### src/rtl/tsm_pkg.sv
// Shared types for the timed-token station access controller.
// Assumes: six states, two phases of three states each.
package tsm_pkg;

    typedef enum logic [2:0] {
        ST_IDLE_A  = 3'd0,
        ST_SYNC_A  = 3'd1,
        ST_ASYNC_A = 3'd2,
        ST_IDLE_B  = 3'd3,
        ST_SYNC_B  = 3'd4,
        ST_ASYNC_B = 3'd5
    } tsm_state_e;

endpackage

### src/rtl/tsm_sat_timer.sv
// Saturating up-counter used for the rotation and holding timers.
// Counts one per clock, holds at all-ones, clears to zero on clr or reset.
// Assumes: clr is a single-cycle request from the phase FSM.
module tsm_sat_timer #(
    parameter int W = 10
) (
    input  logic         clk,
    input  logic         rst_n,
    input  logic         clr,
    output logic [W-1:0] cnt
);
    localparam logic [W-1:0] MAXV = {W{1'b1}};

    // Count register: clear, advance, or hold at the ceiling.
    always_ff @(posedge clk) begin
        if (!rst_n || clr)
            cnt <= '0;
        else if (cnt != MAXV)
            cnt <= cnt + 1'b1;
    end

    AST_NO_WRAP: assert property (@(posedge clk) disable iff (!rst_n)
        (cnt == MAXV && !clr) |=> (cnt == MAXV));

    AST_CLR_ZERO: assert property (@(posedge clk) disable iff (!rst_n)
        clr |=> (cnt == '0));

endmodule

### src/rtl/tsm_phase_fsm.sv
// Phase state machine: accepts token arrivals, runs the synchronous
// allocation, decides on an asynchronous window, and releases the token.
// Assumes: timer values arrive registered from tsm_sat_timer instances.
module tsm_phase_fsm
    import tsm_pkg::*;
#(
    parameter int SYNC_ALLOC = 20,
    parameter int TARGET_ROT = 620,
    parameter int TMR_W      = 10,
    parameter int HOLD_W     = 5
) (
    input  logic              clk,
    input  logic              rst_n,
    input  logic              tok_arrive,
    input  logic              async_done,
    input  logic [HOLD_W-1:0] hold_cnt,
    input  logic [TMR_W-1:0]  rot_a,
    input  logic [TMR_W-1:0]  rot_b,
    output logic              hold_clr,
    output logic [1:0]        rot_clr,
    output logic              tok_release,
    output logic              sync_active,
    output logic              async_active,
    output logic              proto_err
);
    localparam logic [HOLD_W-1:0] HOLD_LAST = HOLD_W'(SYNC_ALLOC - 1);
    localparam logic [TMR_W-1:0]  TGT_C     = TMR_W'(TARGET_ROT);

    tsm_state_e state, state_nx;
    logic       phase_b, idle, in_sync, in_async, accept;
    logic [TMR_W-1:0] chk;

    // Decode the current state into phase and activity.
    always_comb begin
        phase_b  = (state == ST_IDLE_B) || (state == ST_SYNC_B) || (state == ST_ASYNC_B);
        idle     = (state == ST_IDLE_A) || (state == ST_IDLE_B);
        in_sync  = (state == ST_SYNC_A) || (state == ST_SYNC_B);
        in_async = (state == ST_ASYNC_A) || (state == ST_ASYNC_B);
        chk      = phase_b ? rot_b : rot_a;
        accept   = idle && tok_arrive;
    end

    // Release decision and next-state selection.
    always_comb begin
        state_nx    = state;
        tok_release = 1'b0;
        if (accept) begin
            state_nx = phase_b ? ST_SYNC_B : ST_SYNC_A;
        end else if (in_sync && hold_cnt == HOLD_LAST) begin
            if (chk >= TGT_C) begin
                tok_release = 1'b1;
                state_nx    = phase_b ? ST_IDLE_A : ST_IDLE_B;
            end else begin
                state_nx    = phase_b ? ST_ASYNC_B : ST_ASYNC_A;
            end
        end else if (in_async && (async_done || chk >= TGT_C)) begin
            tok_release = 1'b1;
            state_nx    = phase_b ? ST_IDLE_A : ST_IDLE_B;
        end
    end

    // Timer clear requests: the arrival clears the idle timer and the holder.
    always_comb begin
        hold_clr   = accept;
        rot_clr[0] = accept && phase_b;
        rot_clr[1] = accept && !phase_b;
    end

    // State register.
    always_ff @(posedge clk) begin
        if (!rst_n) state <= ST_IDLE_A;
        else        state <= state_nx;
    end

    // Sticky protocol-error flag for arrivals while the token is held.
    always_ff @(posedge clk) begin
        if (!rst_n)                 proto_err <= 1'b0;
        else if (tok_arrive && !idle) proto_err <= 1'b1;
    end

    assign sync_active  = in_sync;
    assign async_active = in_async;

    AST_SYNC_LEN: assert property (@(posedge clk) disable iff (!rst_n)
        (in_sync && tok_release) |-> (hold_cnt == HOLD_LAST));

    AST_ASYNC_BOUND: assert property (@(posedge clk) disable iff (!rst_n)
        in_async |-> (chk <= TGT_C));

    AST_ONE_PULSE: assert property (@(posedge clk) disable iff (!rst_n)
        tok_release |=> !tok_release);

    AST_PHASE_SWAP: assert property (@(posedge clk) disable iff (!rst_n)
        (tok_release && !phase_b) |=> (state == ST_IDLE_B));

    AST_ERR_STICKY: assert property (@(posedge clk) disable iff (!rst_n)
        proto_err |=> proto_err);

endmodule

### src/rtl/token_station_mac.sv
// Top level of the timed-token station access controller.
// Holds two rotation timers that alternate roles, one holding timer and
// the phase FSM. Assumes: tok_arrive is a single-cycle pulse and
// TARGET_ROT fits below the timer ceiling 2^TMR_W-1.
module token_station_mac #(
    parameter int SYNC_ALLOC = 20,
    parameter int TARGET_ROT = 620,
    parameter int TMR_W      = 10
) (
    input  logic clk,
    input  logic rst_n,
    input  logic tok_arrive,
    input  logic async_done,
    output logic tok_release,
    output logic sync_active,
    output logic async_active,
    output logic proto_err
);
    localparam int HOLD_W = $clog2(SYNC_ALLOC + 1);

    logic [1:0]        rot_clr;
    logic              hold_clr;
    logic [TMR_W-1:0]  rot_cnt [2];
    logic [HOLD_W-1:0] hold_cnt;

    // One saturating counter per rotation timer (index 0 = A, 1 = B).
    for (genvar gi = 0; gi < 2; gi++) begin : g_rot
        tsm_sat_timer #(.W(TMR_W)) u_rot (
            .clk  (clk),
            .rst_n(rst_n),
            .clr  (rot_clr[gi]),
            .cnt  (rot_cnt[gi])
        );
    end

    tsm_sat_timer #(.W(HOLD_W)) u_hold (
        .clk  (clk),
        .rst_n(rst_n),
        .clr  (hold_clr),
        .cnt  (hold_cnt)
    );

    tsm_phase_fsm #(
        .SYNC_ALLOC(SYNC_ALLOC),
        .TARGET_ROT(TARGET_ROT),
        .TMR_W     (TMR_W),
        .HOLD_W    (HOLD_W)
    ) u_fsm (
        .clk         (clk),
        .rst_n       (rst_n),
        .tok_arrive  (tok_arrive),
        .async_done  (async_done),
        .hold_cnt    (hold_cnt),
        .rot_a       (rot_cnt[0]),
        .rot_b       (rot_cnt[1]),
        .hold_clr    (hold_clr),
        .rot_clr     (rot_clr),
        .tok_release (tok_release),
        .sync_active (sync_active),
        .async_active(async_active),
        .proto_err   (proto_err)
    );

    AST_EXCL_STATUS: assert property (@(posedge clk) disable iff (!rst_n)
        !(sync_active && async_active));

    AST_RELEASE_HELD: assert property (@(posedge clk) disable iff (!rst_n)
        tok_release |-> (sync_active || async_active));

endmodule

### config.mk
export PLATFORM = sky130hd
export DESIGN_NAME = token_station_mac
export DESIGN_NICKNAME = d
export VERILOG_FILES = /design/src/rtl/tsm_pkg.sv /design/src/rtl/tsm_sat_timer.sv /design/src/rtl/tsm_phase_fsm.sv /design/src/rtl/token_station_mac.sv
export SDC_FILE = /design/constraint.sdc
export NUM_CORES = 1
export LEC_CHECK = 0
export CAP_MARGIN = 20
export CORE_MARGIN = 3
export CORE_UTILIZATION = 45
export DETAILED_ROUTE_END_ITERATION = 8
export SLEW_MARGIN = 25
export SYNTH_ARGS = -nofsm -noshare
export SYNTH_HDL_FRONTEND = slang
export SYNTH_SLANG_ARGS = --single-unit
### constraint.sdc
create_clock -name clk -period 2.47 [get_ports clk]
set_clock_uncertainty 0.15 [all_clocks]
set_input_delay 0.494 -clock clk [delete_from_list [all_inputs] [get_ports clk]]
set_output_delay 0.494 -clock clk [all_outputs]
set_load 0.02 [all_outputs]
==> results_dict.tcl, run 1 <==
set metrics [dict create \
    synth.distinct_cells 52 \
    power_w 0.000903 \
    via_per_inst 5.46 \
    drive_gt1_share_pct 17.5 \
    via_count 1375 \
    grt_usage_pct 17.4 \
    grt.met1_usage_pct 21.0 \
    start_kind "register" \
    yosys.area.top_type "dfxtp_1" \
    firstDrtPassIters 4 \
    cts.sinks 29 \
    use_met2_pct 28.2 \
    grt_pass1_vias 1364 \
    overflow 0 \
    final_max_slew_viol_count 0 \
    tightest_slew_ns 0.556 \
    r2r-start "u_fsm.state[2]$_SDFFE_PN0P_" \
    drc 0 \
    rsz0062_at_grt "no" \
    synth_nets 190 \
    relSlewSlack_pct 62.6 \
    timing.hold.ws_ns 0.341 \
    areaGrowthSynthToFinish_pct 18.5 \
    die_w_um 65.6 \
    synth_area_um2 1600 \
    cts_hold_buf 0 \
    timing.rr.end "u_fsm.state[2]$_SDFFE_PN0P_" \
    cts_tree "built" \
    drv_cap 0 \
    numPortBuffers 7 \
    die-area_um2 4310 \
    insertion_delay_ns 0.32 \
    area.sequential_um2 582 \
    clockBufferDepth 2 \
    setup_violations 0 \
    cts.clk_slew.worst_paths_ns 0.09 \
    cts-root-buf "clkbuf_4" \
    fin_area_um2 1900 \
    ys_seq_area_share_pct 36.3 \
    cts_buffers 5 \
    rrSetupSlack_ns 0.53 \
    hp-start "u_fsm.proto_err$_SDFFE_PN0P_" \
    die_h_um 65.6 \
    timing.fmax_mhz 430 \
    finalCritPeriodShare_pct 94.2 \
    met3_usage_pct 4.62 \
    postRouteAntennaNets 0 \
    dp_hpwl_um 2340 \
    htreeDepth 2 \
    antenna_found_initial 0 \
    powerDensity_nw_per_um2 476 \
    placed_cell_area_um2 1810 \
    syn-instance-count 181 \
    busiest_layer "met2" \
    arrival_ns 1.68 \
    hold_path_depth 1 \
    final_util_pct 55.9 \
    layout_setup_ws_ns 0.143 \
    dp_slack_ns -0.0219 \
    synth-seq-cells 29 \
    min_to "u_fsm.proto_err$_SDFFE_PN0P_" \
    postSynth.asyncResetShare_pct 0 \
    layout.nets 214 \
    max-vdd-ir-drop_mv 0.267 \
    period_needed_ns 2.33 \
    r2r_cells 9 \
    grt_max_degree 16 \
    path_max_fanout 4 \
    num-fill-cells 323 \
    synthTopCellsByArea "dfxtp_1 (36%), nor2_1 (5.9%), xor2_1 (4.9%)" \
    grt_pass1_wl_um 5900 \
    wirelength_um 3130 \
    rows 21 \
    coreArea_um2 3390 \
    synth_edf_count 0 \
    yosys_warnings 0 \
    path_class "reg -> out" \
    num_antenna_cells 0 \
    worstPathRequired_ns 1.83 \
    ys.flop_type "dfxtp_1" \
    drtIter0Drc 38 \
    ios 8 \
    cp-end-kind "output pin" \
    synth_top_area_share_pct 36.3 \
    hold_class "reg -> reg" \
    p_leak_nw 0.781 \
    hold_viol_final 0 \
    syn_avg_cell_area_um2 8.84 \
    status "finished, final reports clean" \
    routabilityCongestion 0.884 \
    multi_input_comb_area_um2 997 \
    start_util_pct 47.2 \
    avgRoutedWirePerCell_um 12.4 \
]
==> logic make-up after synthesis <==
kind of cell | share of synthesized area [%]
simple gates | 27.8
xor+xnor | 8.76
compound gates | 17.5
flops | 36.3
buf+inv | 1.95
mux | 3.75
fa+ha+maj | 3.91
==> critical path, cell delays in order, from the launching register on <==
cell	delay, ns
dfxtp_2	0.34
ha_1	0.22
and4bb_2	0.27
nand2_1	0.13
nand2_1	0.08
a22oi_1	0.15
buf_4	0.17
==> state kept, by name, summed over array words and instances (netlist names) <==
signal	flops
u_hold.cnt	5
u_fsm.proto_err	1
g_rot.u_rot.cnt	20
u_fsm.state	3
==> per-layer routing <==
layer	up-vias	routed length, µm
met5	-	0
met4	0	61
met3	8	106
met2	23	1510
met1	639	1460
li1	705	-
==> power by group <==
group          switching (W)  internal, W
clock network       0.000166     0.000165
registers          0.0000118     0.000481
logic              0.0000415    0.0000377
total               0.000220     0.000683
==> repair_timing <==
action / 4_1_cts / 5_1_grt
setup buffers: 0 / 1
hold endpoints to repair: 0 / 0
endpoints found under the setup margin: 2 / 2
gates resized for setup: 5 / 5
==> cells in the mapped netlist, drive strengths merged (2+ instances only) <==
cell type / instances
nand2b: 2
nand3b: 2
mux2i: 6
a211oi: 3
inv: 2
o2bb2ai: 2
nor2: 25
o21ai: 5
nand4: 4
a21boi: 2
and2: 2
xnor2: 7
a21oi: 11
ha: 5
nor3: 3
o21a: 5
nor2b: 5
nand2: 16
and3: 6
nor3b: 2
buf: 4
dfxtp: 29
and4: 3
xor2: 9
nand3: 3
==> worst max-delay path by stage <==
stage,startpoint,end,cells after the start
global placement,async_done,tok_release,4
CTS,u_fsm.state[2]$_SDFFE_PN0P_,tok_release,6
finish,u_hold.cnt[0]$_SDFFE_PP0P_,tok_release,6
global route,u_hold.cnt[0]$_SDFFE_PP0P_,tok_release,6
floorplan,u_fsm.state[0]$_SDFFE_PN0P_,tok_release,5
detailed placement,async_done,tok_release,4
==> final cells by class <==
cell class	instances	area share, %
Inverter	2	0.396
Timing Repair Buffer	22	9.57
Sequential cell	29	30.7
Multi-Input combinational cell	145	52.6
Clock inverter	1	0.264
Clock buffer	7	3.43
Tap cell	46	3.04
==> layout by cell type (no fill, tap or decap), types with 2 or more instances in the layout <==
cell / instances
dfxtp_1: 28
nor2_1: 25
nand2_1: 16
buf_4: 16
a21oi_1: 10
xor2_1: 9
xnor2_1: 7
and3_1: 6
mux2i_1: 6
nor2b_1: 5
o21a_1: 5
ha_1: 5
clkbuf_4: 5
clkdlybuf4s50_1: 4
and4_1: 3
nand4_1: 3
a211oi_1: 3
nor3_1: 3
o21ai_0: 3
o2bb2ai_1: 2
o21ai_2: 2
and2_1: 2
nand3_1: 2
clkbuf_8: 2
==> per-stage QoR <==
step,TNS [ns],std cells
floorplan,0,181
global placement,-0.0174,243
detailed placement,-0.0219,243
CTS,0,251
global route,0,252
finish,0,252
No activity file was read; power rests on OpenSTA's default activity.
==> run 2, diff against run 1 <==
- CTS_CLUSTER_SIZE: unset -> 28
==> results of run 2 <==
Same layout as run 1: the final DEF is identical, and so are final timing and power.
==> run 3, diff against run 2 <==
- CORE_MARGIN: 3 -> 4
==> run 3 against run 2 <==
Total power up 0.21%. Cell count unchanged. Core utilization down 0.15 points. Design area down 0.26%. Fmax down 1.9%. Sequential power about the same. Via count down 1.5%. Die area up 6.2%. Non-clock buffer count unchanged. Wire length up 0.35%. Global-route usage down 1.2 points.
==> results_dict.tcl, run 3 (synthesis gave the netlist of run 1 again) <==
set metrics [dict create \
    ios 8 \
    final_cell_mix "dfxtp_1 (28), nor2_1 (25), nand2_1 (16)" \
    grt_pass1_wl_um 5660 \
    period_needed_ns 2.37 \
    layout.nets 214 \
    die-area_um2 4570 \
    via_count 1354 \
    overflow 0 \
    status "finished, final reports clean" \
    cts.clk_slew.worst_paths_ns 0.09 \
    dp_hpwl_um 2300 \
    routabilityCongestion 0.883 \
    powerDensity_nw_per_um2 478 \
    firstDrtPassIters 4 \
    die_h_um 67.6 \
    combPwrFrac_pct 8.9 \
    final_common_cell "dfxtp_1" \
    worstPathRequired_ns 1.83 \
    switching_power_w 0.000221 \
    final_max_slew_viol_count 0 \
    rrSetupSlack_ns 0.53 \
    htreeDepth 2 \
    drive_gt1_share_pct 17.5 \
    numPortBuffers 7 \
    via_per_inst 5.37 \
    arrival_ns 1.73 \
    pwr-share-seq_pct 54.5 \
    drtIter0Drc 65 \
    top_register "g_rot.u_rot.cnt" \
    insertion_delay_ns 0.33 \
    max-vdd-ir-drop_mv 0.270 \
    rows 21 \
    top_regs "g_rot.u_rot.cnt (20), u_hold.cnt (5), u_fsm.state (3)" \
    final_util_pct 55.8 \
    p_int_w 0.000684 \
    cts.sinks 29 \
    num_antenna_cells 0 \
    path_max_fanout 10 \
    wirelength_um 3140 \
    coreArea_um2 3390 \
    avgRoutedWirePerCell_um 12.5 \
    num-fill-cells 307 \
    setup_violations 0 \
    drv_cap 0 \
    clockBufferDepth 2 \
    swShare_pct 24.4 \
    timing.hold.ws_ns 0.323 \
    cts_hold_buf 0 \
    start_util_pct 47.2 \
    relSlewSlack_pct 59.5 \
    cts_tree "built" \
    postRouteAntennaNets 0 \
    hold_viol_final 0 \
    r2r-start "u_fsm.state[2]$_SDFFE_PN0P_" \
    timing.fmax_mhz 422 \
    finalCritPeriodShare_pct 96.0 \
    path_class "reg -> out" \
    r2r_cells 9 \
    grt_usage_pct 16.2 \
    grt_max_degree 16 \
    critPathCapture "sync_active" \
    antenna_found_initial 0 \
    start_kind "register" \
    hold_class "reg -> reg" \
    drc 0 \
    timing.rr.end "u_fsm.state[2]$_SDFFE_PN0P_" \
    grt_pass1_vias 1321 \
    placed_cell_area_um2 1810 \
    cts-root-buf "clkbuf_4" \
    fin_area_um2 1890 \
    rsz0062_at_grt "no" \
    clkPwrFrac_pct 36.6 \
    largest_reg_flops 20 \
    p_leak_nw 0.771 \
    tightest_slew_ns 0.602 \
    timing.critical_path.from "u_fsm.state[2]$_SDFFE_PN0P_" \
    cts_buffers 5 \
    areaGrowthSynthToFinish_pct 18.1 \
    cp-end-kind "output pin" \
    die_w_um 67.6 \
]
## run 3: changes by cell type in the layout (fill, tap and decap cells not counted)
cell             before  now
buf_2                 0    1
buf_4                16   15
clkdlybuf4s50_1       4    5
dlymetal6s2s_1        1    0
## run 3: worst max-delay path, cell delays in order, from the launching register on
cell and delay (ns):
dfxtp_1 0.34, buf_4 0.17, xnor2_1 0.12, nor2_1 0.12, clkdlybuf4s50_1 0.65
## run 3: cell type report
type                    instances  area [µm²]  share of cell area [%]
flip-flops and latches         29         582                    30.8
repair buffers                 22         176                    9.33
clock buffers                   7        65.1                    3.44
inverters                       2        7.51                   0.397
multi-input cells             145         997                    52.7
clock inverters                 1        5.00                   0.265
well taps                      46        57.6                    3.04
## run 3: power groups by stage
stage	Sequential (W)	Combinational, W	Clock [W]
after floorplan	0.000503	0.0000500	0
final	0.000493	0.0000803	0.000331
after CTS	0.000493	0.0000807	0.000344
after detailed placement	0.000503	0.0000799	0
after global routing	0.000495	0.0000905	0.000368
after global placement	0.000503	0.0000772	0
## run 3: per-layer routing
layer  part of all wire, %  global-route usage [%]  vias to the layer above  wire length [µm]
li1                      -                       -                      702                 -
met1                    49                    20.0                      628              1540
met2                    47                    26.5                       19              1460
met3                   3.3                    4.66                        5               105
met4                   1.2                    6.08                        0                38
met5                     0                       0                        -                 0
## run 3: timing repair
item                                    4_1_cts  5_1_grt
cloned                                        0        0
endpoints found under the setup margin        2        1
pin swaps                                     0        0
buffers inserted                              0        1
resized for setup                             5        3
## run 3: metrics by stage
stage / TNS [ns] / std cells / worst slack [ns] / power, W
6_report: 0 / 252 / 0.0989 / 0.000905
5_1_grt: 0 / 252 / 0.0104 / 0.000954
4_1_cts: 0 / 251 / 0.000698 / 0.000917
3_5_place_dp: -0.0202 / 243 / -0.0202 / 0.000583
3_3_place_gp: -0.0194 / 243 / -0.0194 / 0.000580
2_1_floorplan: 0 / 181 / 0.287 / 0.000553
## run 3: how the worst min path moves through the flow
| stage | endpoint | depth (start not counted) | startpoint | slack [ns] |
|---|---|---|---|---|
| after detailed placement | u_fsm.proto_err$_SDFFE_PN0P_ | 1 | u_fsm.proto_err$_SDFFE_PN0P_ | 0.31 |
| final | u_fsm.proto_err$_SDFFE_PN0P_ | 1 | u_fsm.proto_err$_SDFFE_PN0P_ | 0.32 |
| after CTS | u_fsm.proto_err$_SDFFE_PN0P_ | 1 | u_fsm.proto_err$_SDFFE_PN0P_ | 0.33 |
| after floorplan | u_hold.cnt[1]$_SDFFE_PP0P_ | 2 | u_hold.cnt[1]$_SDFFE_PP0P_ | 0.34 |
| after global routing | u_fsm.proto_err$_SDFFE_PN0P_ | 1 | u_fsm.proto_err$_SDFFE_PN0P_ | 0.37 |
| after global placement | u_fsm.proto_err$_SDFFE_PN0P_ | 1 | u_fsm.proto_err$_SDFFE_PN0P_ | 0.30 |
